--- src/rtl/cal_rtc_pkg.sv ---
package cal_rtc_pkg;

  localparam int unsigned NFIELD = 7;

  localparam logic [5:0] A_CTRL = 6'h00;
  localparam logic [5:0] A_STS  = 6'h02;
  localparam logic [5:0] A_EN   = 6'h04;
  localparam logic [5:0] A_MASK = 6'h08;
  localparam logic [5:0] A_TIME = 6'h0A;
  localparam logic [5:0] A_ALRM = 6'h18;
  localparam logic [5:0] A_PDN  = 6'h2E;
  localparam logic [5:0] A_TRIG = 6'h3C;
  localparam logic [5:0] T_END  = A_TIME + 6'(2 * NFIELD);
  localparam logic [5:0] L_END  = A_ALRM + 6'(2 * NFIELD);

  localparam int unsigned BUSY_BIT = 6;
  localparam int unsigned EN_AL    = 0;
  localparam int unsigned EN_ONE   = 2;
  localparam int unsigned PEND_BIT = 4;

  typedef enum logic [2:0] {
    F_SEC = 3'd0, F_MIN = 3'd1, F_HOUR = 3'd2, F_DOM = 3'd3,
    F_DOW = 3'd4, F_MON = 3'd5, F_YEAR = 3'd6
  } fld_e;

  typedef struct packed {
    logic [6:0] yr;
    logic [3:0] mon;
    logic [2:0] dow;
    logic [4:0] dom;
    logic [4:0] hr;
    logic [5:0] mn;
    logic [5:0] sc;
  } cal_t;

  localparam cal_t TIME_RST = '{yr: 7'd0, mon: 4'd1, dow: 3'd1, dom: 5'd1,
                                hr: 5'd0, mn: 6'd0, sc: 6'd0};
  localparam cal_t ALRM_RST = '0;

  function automatic logic [7:0] get_fld(cal_t c, logic [2:0] i);
    logic [7:0] v;
    case (i)
      F_SEC:   v = {2'b0, c.sc};
      F_MIN:   v = {2'b0, c.mn};
      F_HOUR:  v = {3'b0, c.hr};
      F_DOM:   v = {3'b0, c.dom};
      F_DOW:   v = {5'b0, c.dow};
      F_MON:   v = {4'b0, c.mon};
      F_YEAR:  v = {1'b0, c.yr};
      default: v = 8'h00;
    endcase
    return v;
  endfunction

  function automatic cal_t put_fld(cal_t c, logic [2:0] i, logic [15:0] v);
    cal_t r;
    r = c;
    case (i)
      F_SEC:   r.sc  = v[5:0];
      F_MIN:   r.mn  = v[5:0];
      F_HOUR:  r.hr  = v[4:0];
      F_DOM:   r.dom = v[4:0];
      F_DOW:   r.dow = v[2:0];
      F_MON:   r.mon = v[3:0];
      F_YEAR:  r.yr  = v[6:0];
      default: r = c;
    endcase
    return r;
  endfunction

  function automatic logic [4:0] month_days(logic [3:0] m, logic [6:0] y);
    logic [4:0] d;
    case (m)
      4'd2:                      d = (y[1:0] == 2'b00) ? 5'd29 : 5'd28;
      4'd4, 4'd6, 4'd9, 4'd11:   d = 5'd30;
      default:                   d = 5'd31;
    endcase
    return d;
  endfunction

endpackage

--- src/rtl/cal_rtc_count.sv ---
module cal_rtc_count
  import cal_rtc_pkg::*;
(
  input  logic clk,
  input  logic rst_n,
  input  logic tick,
  input  logic load,
  input  cal_t stg,
  output cal_t cur
);

  cal_t cur_q, cur_d;
  logic [4:0] last_day;

  assign last_day = month_days(cur_q.mon, cur_q.yr);

  always_comb begin
    cur_d = cur_q;
    if (load) begin
      cur_d = stg;
    end else if (tick) begin
      if (cur_q.sc >= 6'd59) begin
        cur_d.sc = 6'd0;
        if (cur_q.mn >= 6'd59) begin
          cur_d.mn = 6'd0;
          if (cur_q.hr >= 5'd23) begin
            cur_d.hr  = 5'd0;
            cur_d.dow = (cur_q.dow >= 3'd7) ? 3'd1 : cur_q.dow + 3'd1;
            if (cur_q.dom >= last_day) begin
              cur_d.dom = 5'd1;
              if (cur_q.mon >= 4'd12) begin
                cur_d.mon = 4'd1;
                cur_d.yr  = cur_q.yr + 7'd1;
              end else begin
                cur_d.mon = cur_q.mon + 4'd1;
              end
            end else begin
              cur_d.dom = cur_q.dom + 5'd1;
            end
          end else begin
            cur_d.hr = cur_q.hr + 5'd1;
          end
        end else begin
          cur_d.mn = cur_q.mn + 6'd1;
        end
      end else begin
        cur_d.sc = cur_q.sc + 6'd1;
      end
    end
  end

  always_ff @(posedge clk or negedge rst_n) begin
    if (!rst_n) cur_q <= TIME_RST;
    else        cur_q <= cur_d;
  end

  assign cur = cur_q;

endmodule

--- src/rtl/cal_rtc_alarm.sv ---
module cal_rtc_alarm
  import cal_rtc_pkg::*;
(
  input  logic              clk,
  input  logic              rst_n,
  input  logic              load,
  input  cal_t              stg,
  input  cal_t              now,
  input  logic [NFIELD-1:0] mask,
  output cal_t              alarm,
  output logic              match_evt
);

  cal_t al_q, al_d;
  logic [NFIELD-1:0] fld_ok;
  logic match_now, match_q;

  assign al_d = load ? stg : al_q;

  for (genvar i = 0; i < NFIELD; i++) begin : g_cmp
    assign fld_ok[i] = mask[i] || (get_fld(now, 3'(i)) == get_fld(al_q, 3'(i)));
  end

  assign match_now = &fld_ok;

  always_ff @(posedge clk or negedge rst_n) begin
    if (!rst_n) begin
      al_q    <= ALRM_RST;
      match_q <= 1'b0;
    end else begin
      al_q    <= al_d;
      match_q <= match_now;
    end
  end

  assign match_evt = match_now & ~match_q;
  assign alarm     = al_q;

endmodule

--- src/rtl/cal_rtc_regs.sv ---
module cal_rtc_regs
  import cal_rtc_pkg::*;
#(
  parameter int unsigned COMMIT_CYCLES = 2
) (
  input  logic              clk,
  input  logic              rst_n,
  input  logic              bus_sel,
  input  logic              bus_wr,
  input  logic [5:0]        bus_addr,
  input  logic [15:0]       bus_wdata,
  input  cal_t              live_time,
  input  cal_t              live_alarm,
  input  logic              match_evt,
  output logic [15:0]       bus_rdata,
  output cal_t              stg_time,
  output cal_t              stg_alarm,
  output logic              load_time,
  output logic              load_alarm,
  output logic              busy,
  output logic              en_al,
  output logic              oneshot,
  output logic              status,
  output logic              pending,
  output logic [NFIELD-1:0] mask
);

  localparam int unsigned CW = $clog2(COMMIT_CYCLES + 1);

  logic [CW-1:0] cnt_q, cnt_d;
  cal_t st_q, st_d, sa_q, sa_d;
  logic tdirty_q, tdirty_d, adirty_q, adirty_d;
  logic en_q, en_d, one_q, one_d, sts_q, sts_d, pend_q, pend_d;
  logic [NFIELD-1:0] mask_q, mask_d;
  logic wr, rd, in_time, in_alrm, commit, fire;
  logic [2:0] tidx, aidx;

  assign wr      = bus_sel & bus_wr;
  assign rd      = bus_sel & ~bus_wr;
  assign in_time = (bus_addr >= A_TIME) && (bus_addr < T_END);
  assign in_alrm = (bus_addr >= A_ALRM) && (bus_addr < L_END);
  assign tidx    = 3'((bus_addr - A_TIME) >> 1);
  assign aidx    = 3'((bus_addr - A_ALRM) >> 1);
  assign busy    = (cnt_q != '0);
  assign commit  = (cnt_q == CW'(1));
  assign fire    = match_evt & en_q;

  always_comb begin
    cnt_d    = cnt_q;
    st_d     = st_q;
    sa_d     = sa_q;
    tdirty_d = tdirty_q;
    adirty_d = adirty_q;
    en_d     = en_q;
    one_d    = one_q;
    mask_d   = mask_q;
    sts_d    = sts_q;
    pend_d   = pend_q;

    if (busy) cnt_d = cnt_q - CW'(1);
    else if (wr && bus_addr == A_TRIG && bus_wdata[0]) cnt_d = CW'(COMMIT_CYCLES);

    if (commit) begin
      tdirty_d = 1'b0;
      adirty_d = 1'b0;
    end
    if (wr && in_time) begin
      st_d     = put_fld(st_q, tidx, bus_wdata);
      tdirty_d = 1'b1;
    end
    if (wr && in_alrm) begin
      sa_d     = put_fld(sa_q, aidx, bus_wdata);
      adirty_d = 1'b1;
    end

    if (wr && bus_addr == A_EN) begin
      en_d  = bus_wdata[EN_AL];
      one_d = bus_wdata[EN_ONE];
    end
    if (fire && one_q) en_d = 1'b0;

    if (wr && bus_addr == A_MASK) mask_d = bus_wdata[NFIELD-1:0];

    if (rd && bus_addr == A_STS) sts_d = 1'b0;
    if (fire) sts_d = 1'b1;

    if (wr && bus_addr == A_PDN) pend_d = bus_wdata[PEND_BIT];
    if (fire) pend_d = 1'b1;
  end

  always_ff @(posedge clk or negedge rst_n) begin
    if (!rst_n) begin
      cnt_q    <= '0;
      st_q     <= TIME_RST;
      sa_q     <= ALRM_RST;
      tdirty_q <= 1'b0;
      adirty_q <= 1'b0;
      en_q     <= 1'b0;
      one_q    <= 1'b0;
      mask_q   <= '0;
      sts_q    <= 1'b0;
      pend_q   <= 1'b0;
    end else begin
      cnt_q    <= cnt_d;
      st_q     <= st_d;
      sa_q     <= sa_d;
      tdirty_q <= tdirty_d;
      adirty_q <= adirty_d;
      en_q     <= en_d;
      one_q    <= one_d;
      mask_q   <= mask_d;
      sts_q    <= sts_d;
      pend_q   <= pend_d;
    end
  end

  always_comb begin
    bus_rdata = 16'h0000;
    if (bus_addr == A_CTRL)      bus_rdata[BUSY_BIT] = busy;
    else if (bus_addr == A_STS)  bus_rdata[0] = sts_q;
    else if (bus_addr == A_EN) begin
      bus_rdata[EN_AL]  = en_q;
      bus_rdata[EN_ONE] = one_q;
    end
    else if (bus_addr == A_MASK) bus_rdata[NFIELD-1:0] = mask_q;
    else if (bus_addr == A_PDN)  bus_rdata[PEND_BIT] = pend_q;
    else if (in_time)            bus_rdata = {8'h00, get_fld(live_time, tidx)};
    else if (in_alrm)            bus_rdata = {8'h00, get_fld(live_alarm, aidx)};
  end

  assign stg_time   = st_q;
  assign stg_alarm  = sa_q;
  assign load_time  = commit & tdirty_q;
  assign load_alarm = commit & adirty_q;
  assign en_al      = en_q;
  assign oneshot    = one_q;
  assign status     = sts_q;
  assign pending    = pend_q;
  assign mask       = mask_q;

endmodule

--- src/rtl/cal_rtc.sv ---
module cal_rtc
  import cal_rtc_pkg::*;
#(
  parameter int unsigned COMMIT_CYCLES = 2
) (
  input  logic        clk,
  input  logic        rst_n,
  input  logic        tick_1hz,
  input  logic        bus_sel,
  input  logic        bus_wr,
  input  logic [5:0]  bus_addr,
  input  logic [15:0] bus_wdata,
  output logic [15:0] bus_rdata,
  output logic        alarm_irq,
  output logic        wake_req
);

  logic [1:0] rst_sync_q;
  logic rst_ns;
  cal_t stg_time, stg_alarm, tm_live, al_live;
  logic load_time, load_alarm, busy, en_al, oneshot, status, pending, match_evt;
  logic [NFIELD-1:0] mask;

  always_ff @(posedge clk or negedge rst_n) begin
    if (!rst_n) rst_sync_q <= 2'b00;
    else        rst_sync_q <= {rst_sync_q[0], 1'b1};
  end
  assign rst_ns = rst_sync_q[1];

  cal_rtc_regs #(.COMMIT_CYCLES(COMMIT_CYCLES)) u_regs (
    .clk        (clk),
    .rst_n      (rst_ns),
    .bus_sel    (bus_sel),
    .bus_wr     (bus_wr),
    .bus_addr   (bus_addr),
    .bus_wdata  (bus_wdata),
    .live_time  (tm_live),
    .live_alarm (al_live),
    .match_evt  (match_evt),
    .bus_rdata  (bus_rdata),
    .stg_time   (stg_time),
    .stg_alarm  (stg_alarm),
    .load_time  (load_time),
    .load_alarm (load_alarm),
    .busy       (busy),
    .en_al      (en_al),
    .oneshot    (oneshot),
    .status     (status),
    .pending    (pending),
    .mask       (mask)
  );

  cal_rtc_count u_count (
    .clk   (clk),
    .rst_n (rst_ns),
    .tick  (tick_1hz),
    .load  (load_time),
    .stg   (stg_time),
    .cur   (tm_live)
  );

  cal_rtc_alarm u_alarm (
    .clk       (clk),
    .rst_n     (rst_ns),
    .load      (load_alarm),
    .stg       (stg_alarm),
    .now       (tm_live),
    .mask      (mask),
    .alarm     (al_live),
    .match_evt (match_evt)
  );

  assign alarm_irq = status;
  assign wake_req  = pending;

endmodule

--- config.mk ---
export PLATFORM = sky130hd
export DESIGN_NAME = cal_rtc
export DESIGN_NICKNAME = d
export VERILOG_FILES = /design/src/rtl/cal_rtc_pkg.sv /design/src/rtl/cal_rtc_count.sv /design/src/rtl/cal_rtc_alarm.sv /design/src/rtl/cal_rtc_regs.sv /design/src/rtl/cal_rtc.sv
export SDC_FILE = /design/constraint.sdc
export NUM_CORES = 1
export LEC_CHECK = 0
export ABC_AREA = 1
export BUFFER_PORTS_ARGS = -buffer_cell sky130_fd_sc_hd__buf_2
export CORE_ASPECT_RATIO = 1.1
export CORE_MARGIN = 2
export CORE_UTILIZATION = 56
export CTS_CLUSTER_DIAMETER = 40
export CTS_CLUSTER_SIZE = 25
export DETAILED_ROUTE_END_ITERATION = 6
export HOLD_SLACK_MARGIN = 0.1
export PLACE_DENSITY = 0.86
export SLEW_MARGIN = 20
export SYNTH_ARGS = -nofsm -noshare
export SYNTH_HDL_FRONTEND = slang
export SYNTH_SLANG_ARGS = --single-unit
--- constraint.sdc ---
create_clock -name clk -period 14.32 [get_ports clk]
set_clock_uncertainty 0.05 [all_clocks]
set_input_delay 2.148 -clock clk [delete_from_list [all_inputs] [get_ports clk]]
set_output_delay 2.148 -clock clk [all_outputs]
set_load 0.01 [all_outputs]
**Word-level counts from Yosys, hierarchy flattened**

Index checks and enable logic that the tools add are counted.

- Bits of input ports: 27
- Output and inout port bits: 18
- Word-level logic and storage cells: 201
- Flip-flop bits (word level): 162

- $lt $le $gt $ge: 10
- $add $sub $neg: 10
- Multiplexer cells: 49
- Bitwise gates (word level): 8
- Reductions and logical operators: 56
- Equality and inequality tests: 30

Operators by type and width:

| operator | number |
|---|---|
| 7-bit case mux with 7 select lines | 2 |
| 16-bit two-way mux | 6 |
| 36-bit two-way mux | 2 |
| 30-bit two-way mux | 1 |
| 2-bit AND reduction | 15 |
| 2-bit nonzero test | 13 |
| 24-bit two-way mux | 1 |
| 11-bit two-way mux | 2 |
| 7-bit two-way mux | 3 |
| 19-bit two-way mux | 1 |
| 3-bit equality test (second input constant) | 6 |
| 6-bit two-way mux | 3 |
| 9-bit two-way mux | 2 |
| 1-bit two-way mux | 16 |
| 15-bit two-way mux | 1 |
| 13-bit two-way mux | 1 |
| 6-bit by 1-bit adder with 6-bit output (second input constant) | 2 |
| 3-bit by 2-bit equality test with 1-bit output (second input constant) | 4 |
| 6-bit equality test | 2 |
| 6-bit equality test (second input constant) | 2 |
| 6-bit greater-or-equal comparator (second input constant) | 2 |
| 1-bit logical AND | 11 |
| 5-bit by 1-bit adder with 5-bit output (second input constant) | 2 |
| 5-bit equality test | 2 |
| other kinds (41) | 61 |

**Logic depth before layout (Yosys ltp)**

- Depth in word-level cells: 15
- Depth in mapped cells: 14
- Depth with buffers taken out: 13

**Cells and area by module**

A second synthesis with hierarchy kept.

- Cell total of the unflattened synthesis: 1146
- Area, all modules: 8862.2 µm²

Modules (own cells, without submodules):

| module | seq. area each (µm²) | times used | area an instance (µm²) | cells an instance |
|---|---|---|---|---|
| cal_rtc_regs | 2180.8 | 1 | 4415.5 | 558 |
| cal_rtc_count | 904.6 | 1 | 2386.0 | 319 |
| cal_rtc_alarm | 925.9 | 1 | 2006.9 | 266 |
| cal_rtc | 50.0 | 1 | 53.8 | 3 |

**Worst setup path before layout**

No wires, ideal clock.

- Kind: input port to output port
- Start point: input port bus_addr[1]
- End point: output port bus_rdata[1]
- Data required time: 12122 ps
- Cell stages on the path: 11
- Path slack: 8882 ps
- Path buffers: 1
- Data arrival time: 3240 ps
- Path through: buf_2 inv_1 nor2_2 nand2_1 o21ai_0 nor2_1 nand2_1 nand2_1 nand2_1 nand2_1 a21oi_1

- Longest elaborated chain between the ends: 15
- Elaborated cells between the ends (all ways): 41
- Those cells by class: 2 x add/sub; 4 x order compare; 16 x eq/ne; 14 x mux; 5 x reduce/logical

RTL lines:

| item | RTL line | source |
|---|---|---|
| start, declared | cal_rtc.sv:11 | `input logic [5:0] bus_addr,` |
| 4-bit subtractor | cal_rtc_regs.sv:43 | `assign aidx = 3'((bus_addr - A_ALRM) >> 1);` |
| 3-bit equality test (tied with other cells) | cal_rtc_pkg.sv:42 | `case (i)` |
| 7-bit case mux with 7 select lines | cal_rtc_pkg.sv:42 |  |
| 7-bit two-way mux | cal_rtc_regs.sv:128 | `else if (in_alrm) bus_rdata = {8'h00, get_fld(live_alarm, aidx)};` |
| 16-bit two-way mux | cal_rtc_regs.sv:127 | `else if (in_time) bus_rdata = {8'h00, get_fld(live_time, tidx)};` |
| 16-bit two-way mux | cal_rtc_regs.sv:126 | `else if (bus_addr == A_PDN) bus_rdata[PEND_BIT] = pend_q;` |
| 16-bit two-way mux | cal_rtc_regs.sv:125 | `else if (bus_addr == A_MASK) bus_rdata[NFIELD-1:0] = mask_q;` |
| 16-bit two-way mux | cal_rtc_regs.sv:121 | `else if (bus_addr == A_EN) begin` |
| 16-bit two-way mux | cal_rtc_regs.sv:120 | `else if (bus_addr == A_STS) bus_rdata[0] = sts_q;` |
| 16-bit two-way mux | cal_rtc_regs.sv:119 | `if (bus_addr == A_CTRL) bus_rdata[BUSY_BIT] = busy;` |
| 4-bit two-way mux | cal_rtc_regs.sv:126 |  |
| 7-bit two-way mux | cal_rtc_regs.sv:125 |  |
| 1-bit two-way mux | cal_rtc_regs.sv:121 |  |
| 15-bit two-way mux | cal_rtc_regs.sv:120 |  |
| 6-bit two-way mux (*) | cal_rtc_regs.sv:119 |  |
| end, declared | cal_rtc.sv:13 | `output logic [15:0] bus_rdata,` |

Every way passes the cells marked *; elsewhere a longest branch is shown, timed or not. The select of a mux whose other input is x is not followed.

**Worst setup path in the final report**

- Start point: input port bus_addr[1]
- End point: output port bus_rdata[3]

- Longest elaborated chain between the ends: 15
- Elaborated cells between the ends (all ways): 41
- Those cells by class: 2 x add/sub; 4 x order compare; 16 x eq/ne; 14 x mux; 5 x reduce/logical

RTL lines:

| item | RTL line |
|---|---|
| 4-bit subtractor | cal_rtc_regs.sv:43 |
| 3-bit equality test (tied with other cells) | cal_rtc_pkg.sv:42 |
| 7-bit case mux with 7 select lines | cal_rtc_pkg.sv:42 |
| 7-bit two-way mux | cal_rtc_regs.sv:128 |
| 16-bit two-way mux | cal_rtc_regs.sv:127 |
| 16-bit two-way mux | cal_rtc_regs.sv:126 |
| 16-bit two-way mux | cal_rtc_regs.sv:125 |
| 16-bit two-way mux | cal_rtc_regs.sv:121 |
| 16-bit two-way mux | cal_rtc_regs.sv:120 |
| 16-bit two-way mux | cal_rtc_regs.sv:119 |
| 4-bit two-way mux | cal_rtc_regs.sv:126 |
| 7-bit two-way mux | cal_rtc_regs.sv:125 |
| 13-bit two-way mux | cal_rtc_regs.sv:121 |
| 15-bit two-way mux | cal_rtc_regs.sv:120 |
| 6-bit two-way mux (*) | cal_rtc_regs.sv:119 |

Marks and branches as above.

==> key figures <==
Min path
  – Class of the most critical hold timing path: flip-flop to async pin

Clocking
  – PostCTS Resize Cnt: 0
  – # clock sinks: 162
  – Cell at the root of the clock tree: sky130_fd_sc_hd__clkbuf_16
  – Clock tree from TritonCTS: yes
  – H-Tree Depth: 4
  – Clock latency reported for the late side of the worst-skew pair: 430 ps
  – Cts bufs inserted: 17
  – Clk buf depth: 2
  – CTS Hold Buffers Added: 0
  – Post-CTS setup-driven buffer insertion count: 0
  – Clock transition at the registers of the reported paths: 60 ps

Timing
  – Setup TNS Final: 0 ps
  – Smallest setup slack after layout: 8270 ps
  – Worst slack on hold paths: 197 ps
  – Fmax achieved: 0.165 GHz
  – Min Clock Period, post-route: 6050 ps
  – Final hold vios: 0
  – Pins over their slew limit: 0
  – Endpoints failing setup: 0
  – Crit share post-route: 42.2%
  – Measured slew at the worst slew-check pin: 980 ps
  – Setup repair after global routing missed its margin: false
  – Tightest slew margin relative to the limit: 34.7%

Synthesis
  – Number of warnings printed during yosys synthesis: 0
  – Part of the Yosys area used for sequential elements: 47.8%
  – Distinct cell type count of the synthesized netlist: 55
  – Async set or reset register ratio after synthesis: 100%
  – Synthesized instance count: 1066
  – Most instantiated flip-flop cell in the synthesis netlist: sky130_fd_sc_hd__dfrtp_1
  – Mean post-synth cell area: 7.97 sq um
  – Synthesized cell area: 0.00849 sq mm
  – Number of synthesized flops with an enable pin: 0
  – Synthesized flop and latch total: 162

Floorplanning
  – Die boundary height: 133 um
  – Area of the die: 0.0162 sq mm
  – Number of placement rows: 47
  – Initial core utilization: 56.9%
  – Ports placed on the boundary: 45
  – Core outline area: 0.0149 sq mm
  – Die Width: 121 um

Setup path
  – Crit path largest cell delay: 420 ps
  – Worst Path Arrival: 3850 ps
  – Cell family with the largest share of critical-path delay: simple AND/OR/NAND/NOR gates
  – Sequence of cells on the critical path: buf_2 > nand3_1 > o22ai_1 > nor2_1 > nand2_1 > nand2_1 > nand2_1 > nand2_1 > a21oi_1 > buf_2
  – Worst R2R Path Depth: 12
  – FF-to-FF Start: u_regs.cnt_q[1]$_DFFE_PN0P_
  – Slowest stage cell on the critical path: sky130_fd_sc_hd__nand3_1
  – Reg-to-reg critical path endpoint: u_count.cur[30]$_DFFE_PN0P_
  – Category of the worst setup path capture point: output port
  – CP Class: input port to output port
  – Crit path buf inv count: 2
  – CP Data Required Time: 12120 ps
  – Critical Path Most Common Cell: sky130_fd_sc_hd__nand2_1
  – Timing startpoint of the critical path: bus_addr[1]
  – Crit-path max FO: 13
  – Startpoint type of the worst setup path: input port
  – Register-to-register setup slack: 11150 ps

Place
  – Weighted congestion at the end of routability-driven global placement: 0.963
  – Placed wire-length estimate: 14.9 mm
  – Setup Slack @ Placement: 8310 ps
  – Total of buffers placed on input and output ports: 26
  – Total cell area at the placement stage: 0.00872 sq mm

Status
  – Violated checks: design-rule violations
  – Result of the run: finished, violations left

Drt
  – Ratio of routed vias to standard cells: 5.70
  – Total number of vias: 7364
  – Post-Route WL: 22.3 mm
  – Average routed wire per standard cell: 17.3 um
  – Antenna viol nets, final: 0
  – First drt pass iteration count: 7
  – Drt drc: 13
  – Initial drt markers: 996

Global route
  – Total global-route track usage: 29.0%
  – Antenna violations before repair: 0
  – Largest net degree at the start of global routing: 76
  – Wire length of the first global-routing pass: 36.2 mm
  – Aggregate global routing overflow: 0
  – Via count of the first global-routing pass: 7238

Power and ir drop
  – Combinational group share of total power: 26.2%
  – Relative contribution of sequential cells to total power: 43.7%
  – Power density over cell area: 161 mW/mm^2
  – Worst VDD drop: 0.0968 mV
  – Clock share of power: 30.1%
  – Switching Fraction: 34.8%
  – Internal power component: 0.000974 W
  – Net switching power figure: 0.000521 W
  – Lkg Pwr: 4.61 nW

Final layout
  – Count of filler cells inserted in the layout: 1221
  – Top library cells by usage in the layout, fill and taps aside: 303 x sky130_fd_sc_hd__nand2_1, 155 x sky130_fd_sc_hd__dfrtp_1, 109 x sky130_fd_sc_hd__inv_1
  – Synthesis-to-layout area growth: 9.44%
  – Most common library cell in the layout ignoring fill and taps: sky130_fd_sc_hd__nand2_1
  – Number of nets at the end of the flow: 1126
  – Final core utilization: 62.2%
  – Design area: 0.00929 sq mm
  – Diodes inserted: 0
  – Multi-input gate area in the final layout: 0.00381 sq mm
  – Sequential cell area in the final layout: 0.00407 sq mm
  – Ratio of cells with drive above 1 in the final layout: 10.3%

Flow run
  – Max capacitance violation total: 0
-- per-layer routing --
layer  part of all wire (%)  track usage (%)
met4                    4.1             13.6
met3                    8.4             6.08
met1                     40             37.0
met2                     47             47.4
met5                      0                0
-- registers in the layout, indices dropped and copies added, names as in the netlist --
register / count
u_regs.tdirty_q: 1
u_regs.en_al: 1
u_regs.adirty_q: 1
rst_sync_q: 2
u_alarm.alarm: 36
u_regs.cnt_q: 2
u_regs.pending: 1
u_regs.status: 1
u_regs.stg_alarm: 36
u_count.cur: 36
u_regs.mask: 7
u_alarm.match_q: 1
u_regs.oneshot: 1
u_regs.stg_time: 36
-- worst max path at each step --
| stage | endpoint | slack [ps] | depth (start not counted) |
|---|---|---|---|
| after floorplan | bus_rdata[1] | 8880 | 11 |
| after global placement | bus_rdata[6] | 8320 | 9 |
| after detailed placement | bus_rdata[6] | 8310 | 9 |
| after CTS | bus_rdata[6] | 8310 | 9 |
| after global routing | bus_rdata[0] | 8060 | 13 |
| final | bus_rdata[3] | 8270 | 10 |
-- synth_stat cells, types with 6 or more instances --
cell type | count | share of area (%)
sky130_fd_sc_hd__nand2_1 | 304 | 13
sky130_fd_sc_hd__dfrtp_1 | 156 | 46
sky130_fd_sc_hd__inv_1 | 109 | 4.8
sky130_fd_sc_hd__nor2_1 | 101 | 4.5
sky130_fd_sc_hd__o21ai_0 | 75 | 4.4
sky130_fd_sc_hd__o21ai_1 | 47 | 2.8
sky130_fd_sc_hd__a21oi_1 | 46 | 2.7
sky130_fd_sc_hd__nand3_1 | 27 | 1.6
sky130_fd_sc_hd__o22ai_1 | 20 | 1.5
sky130_fd_sc_hd__ha_1 | 17 | 2.5
sky130_fd_sc_hd__clkbuf_1 | 16 | 0.71
sky130_fd_sc_hd__buf_2 | 12 | 0.71
sky130_fd_sc_hd__xor2_1 | 12 | 1.2
sky130_fd_sc_hd__nand2_2 | 11 | 0.81
sky130_fd_sc_hd__buf_4 | 9 | 0.80
sky130_fd_sc_hd__xnor2_1 | 9 | 0.93
sky130_fd_sc_hd__a22oi_1 | 8 | 0.71
sky130_fd_sc_hd__o21ai_2 | 8 | 0.83
sky130_fd_sc_hd__dfstp_2 | 6 | 1.9
sky130_fd_sc_hd__inv_2 | 6 | 0.27
sky130_fd_sc_hd__o21a_1 | 6 | 0.53
-- layout make-up --
cell class	count	share of cell area [%]
inverter	116	4.70
sequential	162	43.7
timing repair buffer	30	1.72
tap	196	2.64
clock inverter	8	1.14
clock buffer	24	5.08
multi-input combinational	755	41.0
-- power groups by stage --
stage               registers [W]  clock network [W]  logic, W
global route             0.000664           0.000470  0.000446
global placement         0.000649                  0  0.000365
detailed placement       0.000654                  0  0.000380
floorplan                0.000637                  0  0.000290
CTS                      0.000649           0.000450  0.000388
finish                   0.000652           0.000450  0.000392
-- kinds of logic (layout without fill, tap and decap cells) --
group / count (synthesis) / in the layout / share of synthesized area [%]
fa+ha+maj: 17 / 17 / 2.50
simple gates: 470 / 470 / 23.0
mux: 6 / 6 / 0.781
buf+inv: 157 / 178 / 7.71
xor+xnor: 21 / 21 / 2.17
flops: 162 / 162 / 47.8
other cells: 2 / 10 / 0.0884
compound gates: 231 / 231 / 15.9
-- metrics by stage --
step	power, W	instances
after floorplan	0.000927	1074
after global placement	0.00101	1259
after detailed placement	0.00103	1259
after CTS	0.00149	1291
after global routing	0.00158	1291
final	0.00149	1291
Note: power is estimated with default switching activity, not from simulation.
